[config.mk]
export PLATFORM = sky130hd
export DESIGN_NAME = alu8_flags
export DESIGN_NICKNAME = d
export VERILOG_FILES = /design/src/rtl/alu8_pkg.sv /design/src/rtl/alu8_addsub.sv /design/src/rtl/alu8_shift.sv /design/src/rtl/alu8_bcd.sv /design/src/rtl/alu8_flags.sv
export SDC_FILE = /design/constraint.sdc
export NUM_CORES = 1
export LEC_CHECK = 0
export CAP_MARGIN = 20
export CORE_MARGIN = 2
export CORE_UTILIZATION = 45
export DETAILED_ROUTE_END_ITERATION = 10
export GPL_TIMING_DRIVEN = 0
export PLACE_DENSITY_LB_ADDON = 0.08
export SKIP_CTS_REPAIR_TIMING = 1
export SYNTH_ARGS = -nofsm -noshare
export SYNTH_HDL_FRONTEND = slang
export SYNTH_SLANG_ARGS = --single-unit
[constraint.sdc]
create_clock -name clk -period 6.05 [get_ports clk]
set_input_delay 1.21 -clock clk [delete_from_list [all_inputs] [get_ports clk]]
set_output_delay 1.21 -clock clk [all_outputs]
set_load 0.05 [all_outputs]
[src/rtl/alu8_pkg.sv]
package alu8_pkg;
  localparam int DATA_W = 8;
  localparam int WIDE_W = 16;
  localparam int FLG_W  = 8;
  localparam int FB_V = 7;
  localparam int FB_H = 4;
  localparam int FB_N = 2;
  localparam int FB_Z = 1;
  localparam int FB_C = 0;

  typedef enum logic [3:0] {
    OP_ADD = 4'd0,  OP_ADC = 4'd1,  OP_SUB = 4'd2,  OP_SBC = 4'd3,
    OP_AND = 4'd4,  OP_OR  = 4'd5,  OP_XOR = 4'd6,  OP_LSL = 4'd7,
    OP_LSR = 4'd8,  OP_ASR = 4'd9,  OP_ROL = 4'd10, OP_ROR = 4'd11,
    OP_DAA = 4'd12, OP_LD8 = 4'd13, OP_LDW = 4'd14, OP_NOP = 4'd15
  } op_e;
endpackage

[src/rtl/alu8_addsub.sv]
module alu8_addsub #(
  parameter int W = 8
) (
  input  logic [W-1:0] a,
  input  logic [W-1:0] b,
  input  logic         cin,
  input  logic         sub,
  output logic [W-1:0] res,
  output logic         cout,
  output logic         ovf,
  output logic         half
);
  localparam int NIB = W / 2;

  logic [W-1:0] b_eff;
  logic         c0;
  logic [W:0]   sum;
  logic [NIB:0] lo_sum;

  always_comb begin
    b_eff  = sub ? ~b : b;
    c0     = sub ? ~cin : cin;
    sum    = {1'b0, a} + {1'b0, b_eff} + {{W{1'b0}}, c0};
    lo_sum = {1'b0, a[NIB-1:0]} + {1'b0, b_eff[NIB-1:0]} + {{NIB{1'b0}}, c0};
    res    = sum[W-1:0];
    cout   = sub ? ~sum[W] : sum[W];
    ovf    = (a[W-1] == b_eff[W-1]) && (sum[W-1] != a[W-1]);
    half   = lo_sum[NIB];
  end
endmodule

[src/rtl/alu8_shift.sv]
module alu8_shift
  import alu8_pkg::*;
#(
  parameter int W = 8
) (
  input  op_e          op,
  input  logic [W-1:0] a,
  input  logic         cin,
  output logic [W-1:0] res,
  output logic         cout
);
  always_comb begin
    res  = a;
    cout = cin;
    case (op)
      OP_LSL: begin res = {a[W-2:0], 1'b0};    cout = a[W-1]; end
      OP_LSR: begin res = {1'b0, a[W-1:1]};    cout = a[0];   end
      OP_ASR: begin res = {a[W-1], a[W-1:1]};  cout = a[0];   end
      OP_ROL: begin res = {a[W-2:0], cin};     cout = a[W-1]; end
      OP_ROR: begin res = {cin, a[W-1:1]};     cout = a[0];   end
      default: begin res = a; cout = cin; end
    endcase
  end
endmodule

[src/rtl/alu8_bcd.sv]
module alu8_bcd #(
  parameter int W = 8
) (
  input  logic [W-1:0] a,
  input  logic         h,
  input  logic         c,
  output logic [W-1:0] res,
  output logic         cout
);
  localparam int NIB = W / 2;
  localparam logic [NIB-1:0] DIGIT_MAX = NIB'(9);
  localparam logic [NIB-1:0] FIX       = NIB'(6);
  localparam logic [W-1:0]   BYTE_MAX  = {DIGIT_MAX, DIGIT_MAX};

  logic lo_fix, hi_fix;
  logic [W-1:0] corr;

  always_comb begin
    lo_fix = (a[NIB-1:0] > DIGIT_MAX) || h;
    hi_fix = (a > BYTE_MAX) || c;
    corr   = {hi_fix ? FIX : '0, lo_fix ? FIX : '0};
    res    = a + corr;
    cout   = hi_fix;
  end
endmodule

[src/rtl/alu8_flags.sv]
module alu8_flags
  import alu8_pkg::*;
(
  input  logic              clk,
  input  logic              rst,
  input  logic [3:0]        op_i,
  input  logic [DATA_W-1:0] a_i,
  input  logic [DATA_W-1:0] b_i,
  input  logic [WIDE_W-1:0] w_i,
  input  logic [FLG_W-1:0]  flags_i,
  output logic [DATA_W-1:0] res_o,
  output logic [FLG_W-1:0]  flags_o
);
  op_e op;
  assign op = op_e'(op_i);

  logic              is_sub, use_cin;
  logic [DATA_W-1:0] as_res, sh_res, bcd_res;
  logic              as_c, as_v, as_h, sh_c, bcd_c;

  assign is_sub  = (op == OP_SUB) || (op == OP_SBC);
  assign use_cin = (op == OP_ADC) || (op == OP_SBC);

  alu8_addsub #(.W(DATA_W)) u_addsub (
    .a(a_i), .b(b_i), .cin(use_cin & flags_i[FB_C]), .sub(is_sub),
    .res(as_res), .cout(as_c), .ovf(as_v), .half(as_h)
  );

  alu8_shift #(.W(DATA_W)) u_shift (
    .op(op), .a(a_i), .cin(flags_i[FB_C]), .res(sh_res), .cout(sh_c)
  );

  alu8_bcd #(.W(DATA_W)) u_bcd (
    .a(a_i), .h(flags_i[FB_H]), .c(flags_i[FB_C]), .res(bcd_res), .cout(bcd_c)
  );

  logic [DATA_W-1:0] nxt_res;
  logic [FLG_W-1:0]  nxt_flg;
  logic              upd_nz;

  always_comb begin
    nxt_res = a_i;
    nxt_flg = flags_i;
    upd_nz  = 1'b1;
    case (op)
      OP_ADD, OP_ADC: begin
        nxt_res       = as_res;
        nxt_flg[FB_C] = as_c;
        nxt_flg[FB_V] = as_v;
        nxt_flg[FB_H] = as_h;
      end
      OP_SUB, OP_SBC: begin
        nxt_res       = as_res;
        nxt_flg[FB_C] = as_c;
        nxt_flg[FB_V] = as_v;
      end
      OP_AND: begin nxt_res = a_i & b_i; nxt_flg[FB_V] = 1'b0; end
      OP_OR:  begin nxt_res = a_i | b_i; nxt_flg[FB_V] = 1'b0; end
      OP_XOR: begin nxt_res = a_i ^ b_i; nxt_flg[FB_V] = 1'b0; end
      OP_LSL, OP_LSR, OP_ASR, OP_ROL, OP_ROR: begin
        nxt_res       = sh_res;
        nxt_flg[FB_C] = sh_c;
        nxt_flg[FB_V] = sh_res[DATA_W-1] ^ sh_c;
      end
      OP_DAA: begin
        nxt_res       = bcd_res;
        nxt_flg[FB_C] = bcd_c;
      end
      OP_LD8: begin
        nxt_res       = a_i;
        nxt_flg[FB_V] = 1'b0;
      end
      OP_LDW: begin
        nxt_res       = w_i[DATA_W-1:0];
        nxt_flg[FB_V] = 1'b0;
        nxt_flg[FB_N] = w_i[WIDE_W-1];
        nxt_flg[FB_Z] = (w_i == '0);
        upd_nz        = 1'b0;
      end
      default: upd_nz = 1'b0;
    endcase
    if (upd_nz) begin
      nxt_flg[FB_N] = nxt_res[DATA_W-1];
      nxt_flg[FB_Z] = (nxt_res == '0);
    end
  end

  always_ff @(posedge clk) begin
    if (rst) begin
      res_o   <= '0;
      flags_o <= '0;
    end else begin
      res_o   <= nxt_res;
      flags_o <= nxt_flg;
    end
  end
endmodule

Word level (Yosys, flattened, before mapping). Cells that the tools add are included.

Equal/unequal tests: 16. Reduce and logical (&&, ||, !) cells: 15. Multipliers: 0. Bitwise logic cells: 8. Shift-type cells: 0. Mux-type cells: 14. Magnitude comparators: 2. Div/mod/pow operators: 0. Add/subtract/negate cells: 5.

Operator list (count): $pmux 8 s7 (1); $pmux 8 s5 (1); $eq 4x4->1 const B (7); $eq 4x3->1 const B (4); $logic_not 16->1 (1); $reduce_or 14->1 (1); $reduce_or 5->1 (2); $add 8x8->9 (1); $add 9x1->9 (1); $add 8x8->8 (1); $and 8x8->8 (1); $eq 4x2->1 const B (2); $gt 8x8->1 const B (1); $logic_not 8->1 (1); $mux 8 (1); $not 8->8 (1); $or 8x8->8 (1); $xor 8x8->8 (1); $mux 3 (2); $pmux 1 s3 (2); $add 4x4->5 (1); $add 5x1->5 (1); $eq 4x1->1 const B (1); $gt 4x4->1 const B (1); 14 further kinds (23).

Output and inout bits: 16. Memories: 0. Word-level logic and storage cells: 62. Bits in latches: 0. Bits in registers: 16. Input bits: 46. ROM bits: 0. Memory bits (writable): 0.

Longest topological paths before layout.
Depth in word-level cells: 9. Gate-level depth with buffers: 15. Mapped depth without buffers: 13.

Modules after synthesis. From an unflattened synthesis, not the netlist that was laid out.

Cell total of the unflattened synthesis: 337. Area total of the unflattened synthesis: 2551.2 um2.

By module, submodules not included: alu8_flags (times used 1, seq. area each 320.3 um2, cells an instance 211, area an instance 1592.8 um2); alu8_addsub (times used 1, seq. area each 0.0 um2, cells an instance 56, area an instance 459.2 um2); alu8_shift (times used 1, seq. area each 0.0 um2, cells an instance 47, area an instance 300.3 um2); alu8_bcd (times used 1, seq. area each 0.0 um2, cells an instance 23, area an instance 198.9 um2).

Worst setup path before layout. Ideal clock, no wire load.

Kind: input to register. Start: input port op_i[3]. End: register flags_o[0]. Data required time: 5.921 ns. Path buffers: 3. Cell stages on the path: 15. Arrival time: 4.322 ns. Library setup time: 0.129 ns. Setup slack: 1.599 ns. Cell sequence: buf_4 -> buf_6 -> or2_2 -> buf_2 -> nor2_2 -> xnor2_1 -> fa_1 -> fa_1 -> a21o_1 -> a21oi_1 -> o21ai_0 -> a21o_1 -> a21oi_1 -> xnor2_1 -> o31ai_1.

Cells in the longest elaborated chain, start to end: 9. Elaborated cells between the ends (all ways): 26. Classes of those cells: add/sub: 2; eq/ne: 9; mux: 5; bitwise: 3; reduce/logical: 7.

Ends and longest elaborated chain: from (decl) (RTL line alu8_flags.sv:6) `input logic [3:0] op_i,`; parallel branches: the longest is 8 deep, another holds $add 8x8->9; $pmux 1 s3 (*) (RTL line alu8_flags.sv:45) `case (op)`; to (signal assigned) (RTL line alu8_flags.sv:94) `flags_o <= nxt_flg;`; to (decl) (RTL line alu8_flags.sv:12) `output logic [FLG_W-1:0] flags_o`.

Every way passes the cells marked *. A chain may end at the register's enable or synchronous reset.

Final worst setup path.
Start: input port op_i[2]. End: register flags_o[1].

Cells in the longest elaborated chain, start to end: 9. Elaborated cells between the ends (all ways): 32. Classes of those cells: add/sub: 2; eq/ne: 14; mux: 7; bitwise: 2; reduce/logical: 7.

Ends and longest elaborated chain: parallel branches: the longest is 8 deep, another holds $add 8x8->9; $mux 2 (*) (RTL line alu8_flags.sv:82) `if (upd_nz) begin`.

Marks and branches as above.

==> qor.csv <==
metric;value;unit
die width;74.9;µm
layout cell share with drive strength beyond 1;0.0850;
Lkg Pwr;1.24;nW
H-tree depth;1;
final std cells w/o fill;420;
Placer Congestion;0.934;
Setup TNS;0;ns
commonest register cell after synthesis;dfxtp_1;
Final Net Count;430;
# diodes;0;
Tot Pwr;0.000470;W
placed cells;416;
flops & latches, synth;16;
Critical Path AT;5.77;ns
Final setup viols;0;
crit path kind;in -> reg;
Pwr Density;158;nW/µm²
Total Wirelength;7380;µm
core area;4790;µm²
crit path launch;op_i[2];
Post-Syn Instances;291;
All-Layer GR Usage;0.275;
relative slew slack;0.545;
first-pass GRT wire length;11600;µm
Mapped Area;2260;µm²
GR peak layer;met2;
DPL Wire Length;5950;µm
critical path's largest stage delay;0.55;ns
Ys Warns;0;
Final Hold Violating Endpoints;0;
met1 GRT Util;0.385;
antenna violations before repair;0;
most common cell after layout, fill and taps aside;clkdlybuf4s50_1;
final worst slack;0.472;ns
commonest non-fill, non-tap cells in the layout;clkdlybuf4s50_1, nor2_1, ha_1, inv_1;
vias in the first global route;2265;
CP Capture Point;flags_o[1]$_SDFF_PP0_;
via count;2454;
synth-to-layout area growth;31.8;%
Post-synth EDFFs;0;
met2 demand-to-capacity share in global routing;0.448;
IO buf count;58;
Synth cell types;60;
TritonCTS clock tree;yes;
largest net degree at the start of global routing;11;
Syn Nets;367;
Iter 0 DRT Violations;164;
RSZ-0062 raised after global routing;false;
required time of the critical path;6.24;ns
Vias/cell;5.84;
root buf cell;clkbuf_8;
Remaining Overflow, GRT;0;
clk buf depth;2;
worst vdd ir;0.0798;mV
Post-DRT Antenna Nets;0;
I/O pin count;62;
Die ar.;5610;µm²
Synth async-reset ratio;0;
CP endpoint kind;flip-flop;
Rows;25;
Min-Delay Path Class;in -> reg;
Setup WS pre-CTS;0.276;ns
Fmax;179;MHz
Clock Sinks;16;
met3 usage;0.0147;
DP Area;2930;µm²
worst slew pin tran;0.682;ns
crit-path max FO;10;
CP max stage cell;nor2_2;
CP cell instances;clkdlybuf4s50_1, buf_4, or2_2, buf_2, nor2_2, xnor2_1, fa_1, fa_1, a21o_1, a21oi_1, xnor2_1, a221oi_1, and4_1, a41o_1;
design area;2980;µm²
post-synthesis sequential area ratio;0.142;
final period utilization;0.922;
Max Slew Vio Count;0;
Clk pin slew, worst setup/hold paths;0.06;ns
Syn Area/Cell;7.77;µm²
DR WL/cell;17.6;µm
max_cap viols;0;
status;finished clean;
Starting Density;0.473;
Num CTS Buffers;3;
Residual DRC;0;
startpoint class of the critical path;primary input;
Die Height;74.9;µm
first drt pass iteration count;4;
Final min period;5.58;ns
## metrics by stage
step,util,hold slack [ns]
finish,0.623,1.33
global route,0.623,1.37
CTS,0.623,1.34
detailed placement,0.612,1.59
global placement,0.612,1.59
floorplan,-,1.34
## power breakdown
group | leakage, nW | switching [W] | internal (W)
registers | 0.133 | 0.00000209 | 0.000115
logic | 1.08 | 0.000151 | 0.000112
clock network | 0.0288 | 0.0000321 | 0.0000576
total | 1.24 | 0.000185 | 0.000285
## cell type report
cell class                      instances  area, µm²
Clock buffer                            4       55.1
Multi-Input combinational cell        235       1750
Tap cell                               67       83.8
Fill cell                             484       1800
Inverter                               20       75.1
Timing Repair Buffer                   58        581
Buffer                                 20        119
Sequential cell                        16        320
## cell usage after synthesis (3+ instances only)
| cell type | instances | area, µm² |
|---|---|---|
| clkbuf_1 | 5 | 18.8 |
| ha_1 | 27 | 338 |
| nand2_1 | 13 | 48.8 |
| a32oi_1 | 3 | 26.3 |
| dfxtp_1 | 16 | 320 |
| buf_2 | 8 | 40.0 |
| xnor2_1 | 16 | 140 |
| nor4_1 | 4 | 25.0 |
| nand3_1 | 10 | 50.1 |
| nor3_1 | 4 | 20.0 |
| nor2b_1 | 6 | 37.5 |
| a21o_1 | 7 | 52.6 |
| fa_1 | 3 | 60.1 |
| buf_4 | 5 | 37.5 |
| o21ai_0 | 10 | 50.1 |
| o31ai_1 | 4 | 30.0 |
| nor2_1 | 32 | 120 |
| a211oi_1 | 7 | 52.6 |
| xor2_1 | 5 | 43.8 |
| nand2b_1 | 3 | 18.8 |
| o21bai_1 | 4 | 30.0 |
| mux2i_1 | 4 | 40.0 |
| o22ai_1 | 4 | 25.0 |
| a31oi_1 | 4 | 25.0 |
| o211ai_1 | 5 | 37.5 |
| inv_1 | 18 | 67.6 |
| a21oi_1 | 15 | 75.1 |
| a22oi_1 | 7 | 52.6 |
## metal layers
metal	wire [µm]	up-vias
met4	212	0
met1	3230	1119
met2	3380	128
met3	562	14
li1	-	1193
met5	0	-
## how the worst min path moves through the flow
stage / start / endpoint / slack, ns / depth (start not counted)
after floorplan: flags_i[3] / flags_o[3]$_SDFF_PP0_ / 1.34 / 1
after global placement: rst / flags_o[3]$_SDFF_PP0_ / 1.59 / 2
after detailed placement: rst / flags_o[3]$_SDFF_PP0_ / 1.59 / 2
after CTS: rst / flags_o[3]$_SDFF_PP0_ / 1.34 / 2
after global routing: rst / flags_o[3]$_SDFF_PP0_ / 1.37 / 2
final: rst / flags_o[3]$_SDFF_PP0_ / 1.33 / 2
## registers in the layout (all words and copies together), names as in the netlist
signal / count
res_o: 8
flags_o: 8
## logic make-up (layout without fill, tap and decap cells)
logic type,count (synthesis),in the layout,synth area share
AO/OA/AOI/OAI,90,90,0.290
XOR/XNOR,21,21,0.0813
adder cells (fa/ha/maj),30,30,0.176
buffers and inverters,40,102,0.0857
flip-flops,16,16,0.142
multiplexers,5,5,0.0277
AND/OR/NAND/NOR,89,89,0.197
## critical path, delay by kind of cell
| family | cells | cell delay [ns] |
|---|---|---|
| xor gates and xnor gates | 2 | 0.33 |
| and+or+nand+nor | 3 | 1.13 |
| adders and majority gates | 2 | 0.95 |
| AOI/OAI and AO/OA | 4 | 1.25 |
| buffers and inverters | 3 | 0.90 |
Power figures use the tool's default switching activity.
